==> config.mk <==
export PLATFORM = sky130hd
export DESIGN_NAME = dec_phase_ctl
export DESIGN_NICKNAME = d
export VERILOG_FILES = /design/src/rtl/dpc_pkg.sv /design/src/rtl/dpc_trim.sv /design/src/rtl/dpc_phase_acc.sv /design/src/rtl/dpc_mu_scale.sv /design/src/rtl/dec_phase_ctl.sv
export SDC_FILE = /design/constraint.sdc
export NUM_CORES = 1
export LEC_CHECK = 0
export ABC_CLOCK_PERIOD_IN_PS = 8900
export BUFFER_PORTS_ARGS = -buffer_cell sky130_fd_sc_hd__buf_2
export CORE_ASPECT_RATIO = 1.5
export CORE_UTILIZATION = 33
export CTS_CLUSTER_DIAMETER = 80
export CTS_CLUSTER_SIZE = 12
export DETAILED_ROUTE_END_ITERATION = 16
export PLACE_DENSITY_LB_ADDON = 0.15
export SETUP_SLACK_MARGIN = 0.05
export SLEW_MARGIN = 10
export SYNTH_ARGS = -nofsm -noshare
export SYNTH_HDL_FRONTEND = slang
export SYNTH_HIERARCHICAL = 1
export SYNTH_SLANG_ARGS = --single-unit
==> constraint.sdc <==
create_clock -name clk_i -period 8.9 [get_ports clk_i]
set_input_delay 0.445 -clock clk_i [delete_from_list [all_inputs] [get_ports clk_i]]
set_output_delay 0.445 -clock clk_i [all_outputs]
set_load 0.03 [all_outputs]
==> src/rtl/dpc_pkg.sv <==
package dpc_pkg;
   localparam int unsigned DPC_ACC_W_DEF    = 24;
   localparam int unsigned DPC_MU_W_DEF     = 16;
   localparam int unsigned DPC_RCP_W_DEF    = 20;
   localparam int unsigned DPC_RCP_FRAC_DEF = 16;

   typedef enum logic {
      TRIM_UP   = 1'b0,
      TRIM_DOWN = 1'b1
   } trim_dir_e;
endpackage

==> src/rtl/dpc_trim.sv <==
module dpc_trim
   import dpc_pkg::*;
#(
   parameter int unsigned ACC_W = DPC_ACC_W_DEF
) (
   input  logic             clk_i,
   input  logic             rst_i,
   input  logic [ACC_W-1:0] inc_i,
   input  trim_dir_e        dir_i,
   output logic [ACC_W-1:0] eff_o
);
   localparam logic [ACC_W-1:0] INC_MAX = '1;
   localparam logic [ACC_W-1:0] INC_ONE = {{(ACC_W-1){1'b0}}, 1'b1};

   always_comb begin
      if (dir_i == TRIM_DOWN) begin
         eff_o = (inc_i <= INC_ONE) ? INC_ONE : inc_i - INC_ONE;
      end else begin
         eff_o = (inc_i == INC_MAX) ? INC_MAX : inc_i + INC_ONE;
      end
   end

   AST_EFF_NONZERO: assert property (@(posedge clk_i) disable iff (rst_i)
      eff_o != '0);
endmodule

==> src/rtl/dpc_phase_acc.sv <==
module dpc_phase_acc
   import dpc_pkg::*;
#(
   parameter int unsigned ACC_W = DPC_ACC_W_DEF
) (
   input  logic             clk_i,
   input  logic             rst_i,
   input  logic             adv_i,
   input  logic [ACC_W-1:0] step_i,
   output logic             carry_o,
   output logic [ACC_W-1:0] nxt_o
);
   logic [ACC_W-1:0] acc_q;

   always_comb begin
      {carry_o, nxt_o} = {1'b0, acc_q} + {1'b0, step_i};
   end

   always_ff @(posedge clk_i) begin
      if (rst_i) begin
         acc_q <= '0;
      end else if (adv_i) begin
         acc_q <= nxt_o;
      end
   end

   AST_ACC_HOLD: assert property (@(posedge clk_i) disable iff (rst_i)
      !adv_i |=> $stable(acc_q));
endmodule

==> src/rtl/dpc_mu_scale.sv <==
module dpc_mu_scale
   import dpc_pkg::*;
#(
   parameter int unsigned ACC_W    = DPC_ACC_W_DEF,
   parameter int unsigned RCP_W    = DPC_RCP_W_DEF,
   parameter int unsigned RCP_FRAC = DPC_RCP_FRAC_DEF,
   parameter int unsigned MU_W     = DPC_MU_W_DEF
) (
   input  logic             clk_i,
   input  logic             rst_i,
   input  logic             ld_i,
   input  logic             zero_i,
   input  logic [ACC_W-1:0] res_i,
   input  logic [RCP_W-1:0] rcp_i,
   output logic [MU_W-1:0]  mu_o
);
   localparam int unsigned PROD_W    = ACC_W + RCP_W;
   localparam int unsigned PROD_FRAC = ACC_W + RCP_FRAC;

   logic [PROD_W-1:0] prod;
   logic [MU_W-1:0]   mu_raw;
   logic              over_one;
   logic [MU_W-1:0]   mu_q;

   always_comb begin
      prod     = {{RCP_W{1'b0}}, res_i} * {{ACC_W{1'b0}}, rcp_i};
      over_one = |prod[PROD_W-1:PROD_FRAC];
   end

   generate
      if (PROD_FRAC >= MU_W) begin : g_slice
         assign mu_raw = prod[PROD_FRAC-1 -: MU_W];
      end else begin : g_pad
         assign mu_raw = {prod[PROD_FRAC-1:0], {(MU_W-PROD_FRAC){1'b0}}};
      end
   endgenerate

   always_ff @(posedge clk_i) begin
      if (rst_i) begin
         mu_q <= '0;
      end else if (ld_i) begin
         mu_q <= zero_i ? '0 : (over_one ? '1 : mu_raw);
      end
   end

   assign mu_o = mu_q;

   AST_MU_HOLD: assert property (@(posedge clk_i) disable iff (rst_i)
      !ld_i |=> $stable(mu_q));
   AST_MU_FIRST_ZERO: assert property (@(posedge clk_i) disable iff (rst_i)
      (ld_i && zero_i) |=> (mu_q == '0));
endmodule

==> src/rtl/dec_phase_ctl.sv <==
module dec_phase_ctl
   import dpc_pkg::*;
#(
   parameter int unsigned ACC_W    = DPC_ACC_W_DEF,
   parameter int unsigned MU_W     = DPC_MU_W_DEF,
   parameter int unsigned RCP_W    = DPC_RCP_W_DEF,
   parameter int unsigned RCP_FRAC = DPC_RCP_FRAC_DEF
) (
   input  logic             clk_i,
   input  logic             rst_i,
   input  logic             in_vld_i,
   input  logic             fifo_half_i,
   input  logic             cfg_we_i,
   input  logic [ACC_W-1:0] cfg_inc_i,
   input  logic [RCP_W-1:0] cfg_rcp_i,
   output logic             str_o,
   output logic [MU_W-1:0]  mu_o
);
   generate
      if (ACC_W < 2 || ACC_W > 32) begin : g_bad_acc
         $error("dec_phase_ctl: ACC_W must lie in 2..32");
      end
      if (MU_W < 1 || MU_W > ACC_W) begin : g_bad_mu
         $error("dec_phase_ctl: MU_W must lie in 1..ACC_W");
      end
      if (RCP_FRAC >= RCP_W) begin : g_bad_rcp
         $error("dec_phase_ctl: RCP_W needs at least one integer bit");
      end
   endgenerate

   logic [ACC_W-1:0] inc_q;
   logic [RCP_W-1:0] rcp_q;
   logic             first_q;
   logic             str_q;
   logic [ACC_W-1:0] eff_inc;
   logic             carry;
   logic [ACC_W-1:0] nxt;
   logic             due;
   trim_dir_e        dir;

   assign dir = fifo_half_i ? TRIM_DOWN : TRIM_UP;
   assign due = in_vld_i && (carry || first_q);

   always_ff @(posedge clk_i) begin
      if (rst_i) begin
         inc_q   <= '0;
         rcp_q   <= '0;
         first_q <= 1'b1;
         str_q   <= 1'b0;
      end else begin
         if (cfg_we_i) begin
            inc_q <= cfg_inc_i;
            rcp_q <= cfg_rcp_i;
         end
         if (in_vld_i) begin
            first_q <= 1'b0;
         end
         str_q <= due;
      end
   end

   dpc_trim #(.ACC_W(ACC_W)) u_trim (
      .clk_i (clk_i),
      .rst_i (rst_i),
      .inc_i (inc_q),
      .dir_i (dir),
      .eff_o (eff_inc)
   );

   dpc_phase_acc #(.ACC_W(ACC_W)) u_acc (
      .clk_i   (clk_i),
      .rst_i   (rst_i),
      .adv_i   (in_vld_i),
      .step_i  (eff_inc),
      .carry_o (carry),
      .nxt_o   (nxt)
   );

   dpc_mu_scale #(
      .ACC_W    (ACC_W),
      .RCP_W    (RCP_W),
      .RCP_FRAC (RCP_FRAC),
      .MU_W     (MU_W)
   ) u_mu (
      .clk_i  (clk_i),
      .rst_i  (rst_i),
      .ld_i   (due),
      .zero_i (first_q),
      .res_i  (nxt),
      .rcp_i  (rcp_q),
      .mu_o   (mu_o)
   );

   assign str_o = str_q;

   AST_STROBE_NEEDS_VALID: assert property (@(posedge clk_i) disable iff (rst_i)
      str_q |-> $past(in_vld_i));
   AST_CFG_HELD: assert property (@(posedge clk_i) disable iff (rst_i)
      !cfg_we_i |=> ($stable(inc_q) && $stable(rcp_q)));
endmodule

Word-level counts from Yosys, hierarchy flattened --
Index checks and enable logic that the tools add are counted.
Operators by class: $add $sub $neg 3, multiply operators 1, magnitude comparators 1, equal/unequal tests 1, muxes and demuxes 6, reductions and logical operators 3
Operators by type and width (count):
- $mux W24 | 3
- $mul A24 B20 Y44 | 1
- $mux W16 | 2
- $add A24 B24 Y25 | 1
- $add A24 B1 Y24 const B | 1
- $eq A24 B24 Y1 const B | 1
- $le A24 B1 Y1 const B | 1
- $sub A24 B1 Y24 const B | 1
- $reduce_or A4 Y1 | 1
- $logic_and A1 B1 Y1 | 1
- $logic_or A1 B1 Y1 | 1
- $mux W1 | 1
Storage, ports and cells: flip-flop bits (word level) 86, input port bits 49, output and inout port bits 17, word-level logic and storage cells 21

Logic depth before layout (Yosys ltp) --
Gate-level depths: netlist of run 1.
word-level depth 8, gate-level depth with buffers 42, mapped depth without buffers 38

Hierarchy --
The synthesis of run 1 kept the hierarchy.
By module, submodules not included:
- dpc_mu_scale | times used 1, cells an instance 1862, area an instance 16319.4 um2, seq. area each 320.3 um2
- dpc_phase_acc | times used 1, cells an instance 269, area an instance 2172.1 um2, seq. area each 480.5 um2
- dec_phase_ctl | times used 1, cells an instance 148, area an instance 1667.8 um2, seq. area each 920.9 um2
- dpc_trim | times used 1, cells an instance 220, area an instance 1440.1 um2, seq. area each 0.0 um2

Worst setup path before layout of run 1 --
No wires, ideal clock.
path type flip-flop to flip-flop, start reg inc_q[6], end reg u_mu.mu_q[13] (netlist: u_mu/mu_o[13]), library setup time 0.117 ns, arrival time 9.448 ns, required time 8.783 ns, setup slack -0.665 ns, cell stages (with the launch flop) 38, path buffers 4, clock period less this slack 9.565 ns, cell sequence dfxtp_1 -> buf_6 -> or4_4 -> buf_6 -> nor4_4 -> a21o_2 -> buf_6 -> o21ai_0 -> fa_1 -> a21oi_1 -> o221ai_2 -> a31oi_4 -> o21ai_4 -> a311o_1 -> xor2_1 -> clkbuf_1 -> and2_1 -> fa_1 -> (+2 left out) -> fa_1 -> inv_1 -> fa_1 -> fa_1 -> fa_1 -> inv_1 -> fa_1 -> inv_1 -> ha_1 -> nand4_4 -> nor4_4 -> o211ai_1 -> o2111ai_2 -> nand2_2 -> mux2i_1 -> a2111oi_0 -> nand3_1 -> a22o_1
On the way: cells in the longest elaborated chain, start to end 8, elaborated cells between the ends (all ways) 14, those cells by class 3 x add/sub; 1 x mul; 1 x order compare; 1 x eq/ne; 5 x mux; 3 x reduce/logical
Ends and longest elaborated chain:
- start, declared | line dec_phase_ctl.sv:31 | logic [ACC_W-1:0] inc_q;
- start signal, assigned | line dec_phase_ctl.sv:52 | inc_q <= cfg_inc_i;
- $le A24 B1 Y1 or $eq A24 B24 Y1 (tied branches) | line dpc_trim.sv:17, dpc_trim.sv:19
- $mux W24 (on tied branches) | line dpc_trim.sv:17, dpc_trim.sv:19
- $mux W24 (*) | line dpc_trim.sv:16 | if (dir_i == TRIM_DOWN) begin
- named net eff_inc[1] | line dec_phase_ctl.sv:35 | logic [ACC_W-1:0] eff_inc;
- $add A24 B24 Y25 (*) | line dpc_phase_acc.sv:16 | {carry_o, nxt_o} = {1'b0, acc_q} + {1'b0, step_i};
- named net nxt[18] | line dec_phase_ctl.sv:37 | logic [ACC_W-1:0] nxt;
- $mul A24 B20 Y44 (*) | line dpc_mu_scale.sv:26 | prod = {{RCP_W{1'b0}}, res_i} * {{ACC_W{1'b0}}, rcp_i};
- $reduce_or A4 Y1 | line dpc_mu_scale.sv:27 | over_one = |prod[PROD_W-1:PROD_FRAC];
- $mux W16 (*) (2 in a row) | line dpc_mu_scale.sv:42 | mu_q <= zero_i ? '0 : (over_one ? '1 : mu_raw);
- end signal, assigned | line dpc_mu_scale.sv:42
- end, declared | line dpc_mu_scale.sv:23 | logic [MU_W-1:0] mu_q;
The timed path passes the listed nets; every way through them passes the cells marked *. A chain may end at the register's enable or synchronous reset.

Worst setup path in the final report of run 1 --
start reg inc_q[19], end reg u_mu.mu_q[5] (netlist: u_mu/mu_o[5])
The elaborated chain is that of the path after synthesis.

==> flow_summary.ini, run 1 <==
[synthesis]
ys_seq_area_share_pct = 7.97
synth_top_area_share_pct = 36.3
syn_area_sq_um = 21600
ys_seq_elements = 86
avgSynthCellArea_sq_um = 8.64
syn-num-nets = 3119
synth.area.top_cells = fa_1 36%, ha_1 10%, inv_1 8.0%
synth_ff_type = dfxtp_1
synth_top_area_cell = fa_1
synth_edf_count = 0
synth_cells = 2499
yosys_warnings = 6
ys_types = 95
async_flop_share_pct = 0

[floorplan]
die_area_sq_um = 66500
coreArea_sq_um = 64600
ios = 66
initial_core_util_pct = 33.4
die_y_microns = 315
die_w_microns = 211
rows = 114

[min_path]
hold_depth = 3
min_from = cfg_inc_i[3]
hold_class = input pin to flip-flop
hold_end = inc_q[3]

[routing]
routed_wl_mm = 69.8
num_vias = 18500
vias_per_cell = 4.91
drc = 0
dr.first_iter.drc_count = 962
wl_per_cell_microns = 18.6
drtAntennaViolNets = 0
dr.pass1.iters = 5

[cts]
path_clk_slew_ns = 0.08
cts_buffer_depth = 2
cts_tree = done
clock_latency_ns = 0.39
cts_buffers = 9
cts_hold_buf = 0
cts_root_buf = clkbuf_16
htreeDepth = 3
cts.sinks = 86

[final_layout]
final_cells = 3755
fin_util_pct = 42.0
nets = 3498
syn2layout_area_growth_pct = 25.8
drive_above_1_share_pct = 24.7
finalInstanceArea_sq_um = 27200

[global_route]
grt_usage_pct = 22.1
grt_max_degree = 73
grt_first_pass_wirelength_mm = 112
antenna_found_initial = 3
grt_remaining_overflow = 0
first_global_vias = 20500

[worst_setup_path]
cp.required_ns = 9.17
cp_slowest_stage_delay_ns = 0.62
r2r_end = u_mu/mu_o[5]
worst_path_max_delay_cell = fa_2
critPathMostFrequentCell = fa_1
startpoint_type = flip-flop
worstPathArrival_ns = 10.17
crit_path_max_fanout = 7
path_class = flip-flop to flip-flop
ff2ff_setup_slack_ns = -1.00
end_kind = flip-flop
worstRegToRegCells = 41
r2r-start = inc_q[19]

[power]
power_density_nw_per_um2 = 261
power.leakage_nw = 13.4
irDropWorstVdd_mv = 0.268
p_total_mw = 7.09

[timing]
fin_tns_setup_ns = -15.40
layout_setup_ws_ns = -1.00
clock_skew_ns = 0.0137
fmax_mhz = 101
tightest_slew_ns = 1.03
rsz0062_at_grt = true
setup_viol = 16
hold_violations = 0
slew_viol_final = 0
period_needed_ns = 9.90
timing.final.crit_share_pct = 111
slew-limit-headroom_pct = 31.0
hold_ws_ns = 0.288

[placed_design]
portBuffers = 65
dp_slack_ns = -1.33
gp_congestion = 0.876
dpl_cell_area_sq_um = 25900
dpl.cell_count = 3679
hpwl_mm = 57.8

[status]
status = finished with violations
violations = negative setup slack

[run]
max-cap-violations = 0
==> sequential cells by signal, indices dropped and copies added (netlist names) <==
signal,flops
u_acc/acc_q,24
first_q,1
rcp_q,20
u_mu/mu_o,16
str_o,1
inc_q,24
==> how the worst max path moves through the flow <==
stage | to | slack (ns) | from
final | u_mu/mu_o[5] | -1.00 | inc_q[19]
after global routing | u_mu/mu_o[4] | -1.36 | inc_q[19]
after CTS | u_mu/mu_o[4] | -0.96 | inc_q[22]
after detailed placement | u_mu/mu_o[4] | -1.33 | inc_q[0]
after global placement | u_mu/mu_o[11] | -1.15 | inc_q[0]
after floorplan | u_mu/mu_o[5] | -0.29 | inc_q[6]
==> power breakdown <==
part           switching, mW  internal, mW
Sequential            0.0539         0.425
Clock                  0.210         0.202
Combinational           3.38          2.82
Total                   3.64          3.45
==> layer usage <==
metal,part of all wire [%],GRT usage (%)
met1,39,24.9
met2,53,41.9
met3,2.4,1.54
met4,5.1,10.8
met5,0.013,0
==> cell type report <==
type | instances | area (sq um)
fill | 6535 | 37400
multi-input combinational | 1814 | 18400
timing repair buffer | 508 | 3910
sequential | 86 | 1730
inverter | 459 | 1720
tap | 870 | 1090
clock buffer | 9 | 225
clock inverter | 7 | 86.3
antenna | 2 | 5.00
==> synthesized netlist by cell type, types with 35 or more instances <==
| cell | number |
|---|---|
| inv_1 | 459 |
| fa_1 | 392 |
| nand2_1 | 294 |
| and2_1 | 253 |
| ha_1 | 179 |
| nor2_1 | 122 |
| clkbuf_1 | 113 |
| dfxtp_1 | 86 |
| a21oi_1 | 79 |
| mux2i_1 | 65 |
| o21ai_0 | 56 |
| nand3_1 | 35 |
==> timing repair <==
item / in CTS / in global routing
buffers inserted: 36 / 20
endpoints found under the hold margin: 0 / 0
endpoints found under the setup margin: 16 / 16
resized for setup: 57 / 70
pin swaps: 51 / 47
gates cloned: 2 / 0
==> cell families after synthesis <==
family | synth area share, %
multiplexers | 3.01
AO/OA/AOI/OAI | 9.23
buffers and inverters | 11.1
XOR/XNOR | 2.20
AND/OR/NAND/NOR | 19.8
flip-flops | 7.97
adder cells (fa/ha/maj) | 46.7
==> critical path: cells and delay by family (launching register included) <==
family,cells,cell delay [ns]
adder cells (fa/ha/maj),9,4.09
AO/OA/AOI/OAI,11,1.90
AND/OR/NAND/NOR,8,1.88
buffers and inverters,11,1.23
XOR/XNOR,2,0.34
flip-flops,1,0.32
==> cell usage in the layout (no fill, tap or decap), drive strengths merged, types with 7 or more instances in the layout <==
cell type and instances:
o21a 12, a31oi 10, and2 254, a31o 7, o211ai 15, a21o 10, nor3 21, fa 392
nand2 297, inv 463, a221oi 9, xnor2 30, mux2i 65, or4 7, nor2 122, nor4 21
dfxtp 86, o21ai 63, a21boi 9, xor2 24, ha 179, a211oi 9, nand3 35, clkbuf 9
a21oi 80, nand2b 7, nor2b 8, buf 508, nand4 26
Note: power is estimated with default switching activity, not from simulation.
==> inputs of run 2 (changes only) <==
- CORE_UTILIZATION: 33 -> 30
- SETUP_SLACK_MARGIN: 0.05 -> not set
==> run 2 against run 1 <==
Against the previous run: critical endpoint unchanged; via count fell by 0.89%; highest routed layer is now met4; utilization fell by 4.0 points; setup slack improved by 0.024 ns; fmax rose by 0.24%; non-clock buffer count fell by 11; final area barely moved; critical path depth fell by 3; the run still ends with negative setup slack left; clock power barely moved; hold slack got worse by 0.00096 ns; final cell count rose by 0.83%; wire length rose by 3.2%.
==> flow_summary.ini, run 2 (same netlist as run 1, synthesis figures left out) <==
[min_path]
min_from = cfg_inc_i[8]
hold_depth = 3
hold_class = input pin to flip-flop
hold_end = inc_q[8]

[floorplan]
die_w_microns = 221
rows = 120
ios = 66
die_y_microns = 331
die_area_sq_um = 73100
initial_core_util_pct = 30.3
coreArea_sq_um = 71300

[cts]
path_clk_slew_ns = 0.08
cts_tree = done
cts.sinks = 86
htreeDepth = 3
cts_root_buf = clkbuf_16
clock_latency_ns = 0.39
cts_buffers = 9
cts_buffer_depth = 2

[worst_setup_path]
crit_path_max_fanout = 7
end_kind = flip-flop
path_class = flip-flop to flip-flop
critPathMostFrequentCell = fa_1
cp_slowest_stage_delay_ns = 0.58
worstPathArrival_ns = 10.15
path_buf_inv = 10
critPathTopFamily = adder cells
worstRegToRegCells = 38
r2r_end = u_mu/mu_o[5]
r2r-start = inc_q[11]
worst_path_max_delay_cell = fa_1
cp.required_ns = 9.17
ff2ff_setup_slack_ns = -0.98
startpoint_type = flip-flop

[routing]
routed_wl_mm = 72.1
wl_per_cell_microns = 19.0
vias_per_cell = 4.83
num_vias = 18300
drtAntennaViolNets = 0
dr.first_iter.drc_count = 828
dr.pass1.iters = 5
drc = 0

[timing]
fin_tns_setup_ns = -14.97
hold_violations = 0
clock_skew_ns = 0.0114
slew-limit-headroom_pct = 31.5
rsz0062_at_grt = true
tightest_slew_ns = 1.03
setup_viol = 16
slew_viol_final = 0
fmax_mhz = 101
layout_setup_ws_ns = -0.977
period_needed_ns = 9.88
timing.final.crit_share_pct = 111

[global_route]
grt_max_degree = 82
grt_usage_pct = 20.5
first_global_vias = 20600
grt_remaining_overflow = 0
grt_first_pass_wirelength_mm = 115
antenna_found_initial = 0

[placed_design]
dpl_cell_area_sq_um = 25900
portBuffers = 65
dp_slack_ns = -1.29
hpwl_mm = 59.6
gp_congestion = 0.895

[power]
power.leakage_nw = 13.3
power_density_nw_per_um2 = 260
p_total_mw = 7.05
irDropWorstVdd_mv = 0.268

[status]
status = finished with violations
violations = negative setup slack

[final_layout]
layout_common_cells = 452 x inv_1, 400 x buf_4, 379 x fa_1
syn2layout_area_growth_pct = 25.7
finalInstanceArea_sq_um = 27200
diodes = 0
fin_util_pct = 38.1
fillers = 7309
layout_commonest_cell = inv_1
nets = 3486
multi_input_area_sq_um = 18400
top_regs = inc_q x24, u_acc/acc_q x24, rcp_q x20
drive_above_1_share_pct = 24.5
seq_area_sq_um = 1720

[run]
max-cap-violations = 0
[run 2: cell count changes in the layout (fill, tap and decap cells not counted), moves of 3 or more]
cell / previous run / this run
o21ai_1: 22 / 17
nand2_1: 288 / 291
buf_4: 412 / 400
o21ai_2: 4 / 8
[run 2: repair_timing]
action / in CTS / in global routing
buffers inserted: 28 / 15
endpoints found under the setup margin: 16 / 16
gates resized for setup: 67 / 58
hold buffers: 0 / 0
gates cloned: 1 / 1
pin swaps: 50 / 50
[run 2: where the power goes]
| part | internal (mW) | switching, mW |
|---|---|---|
| clock | 0.200 | 0.214 |
| sequential | 0.425 | 0.0546 |
| combinational | 2.75 | 3.41 |
| total | 3.37 | 3.68 |
[run 2: metrics by stage]
stage / hold WS, ns / instances
2_1_floorplan: 0.441 / 2499
3_3_place_gp: 0.458 / 3725
3_5_place_dp: 0.472 / 3725
4_1_cts: 0.273 / 3770
5_1_grt: 0.300 / 3786
6_report: 0.287 / 3786
[run 2: cell type report]
class	count	area share, %
inverter	459	6.34
clock inverter	7	0.276
tap	915	4.22
sequential	86	6.35
timing repair buffer	497	14.1
clock buffer	9	0.829
multi-input combinational	1813	67.9
[run 2: worst min-delay path: stages]
cell and delay [ns]:
buf_2 0.07, mux2i_1 0.05, nor2_1 0.07
[run 2: layer usage]
layer,routed length (microns),GRT usage (%)
met1,28400,22.9
met4,2790,8.36
met2,39200,39.9
met3,1680,1.72
met5,0,0
[run 2: how the worst max path moves through the flow]
stage / startpoint / endpoint / cells past startpoint
after global placement: inc_q[12] / u_mu/mu_o[13] / 35
after global routing: inc_q[0] / u_mu/mu_o[10] / 41
after CTS: inc_q[12] / u_mu/mu_o[11] / 36
after detailed placement: inc_q[0] / u_mu/mu_o[5] / 38
final: inc_q[11] / u_mu/mu_o[5] / 38
after floorplan: inc_q[6] / u_mu/mu_o[5] / 37
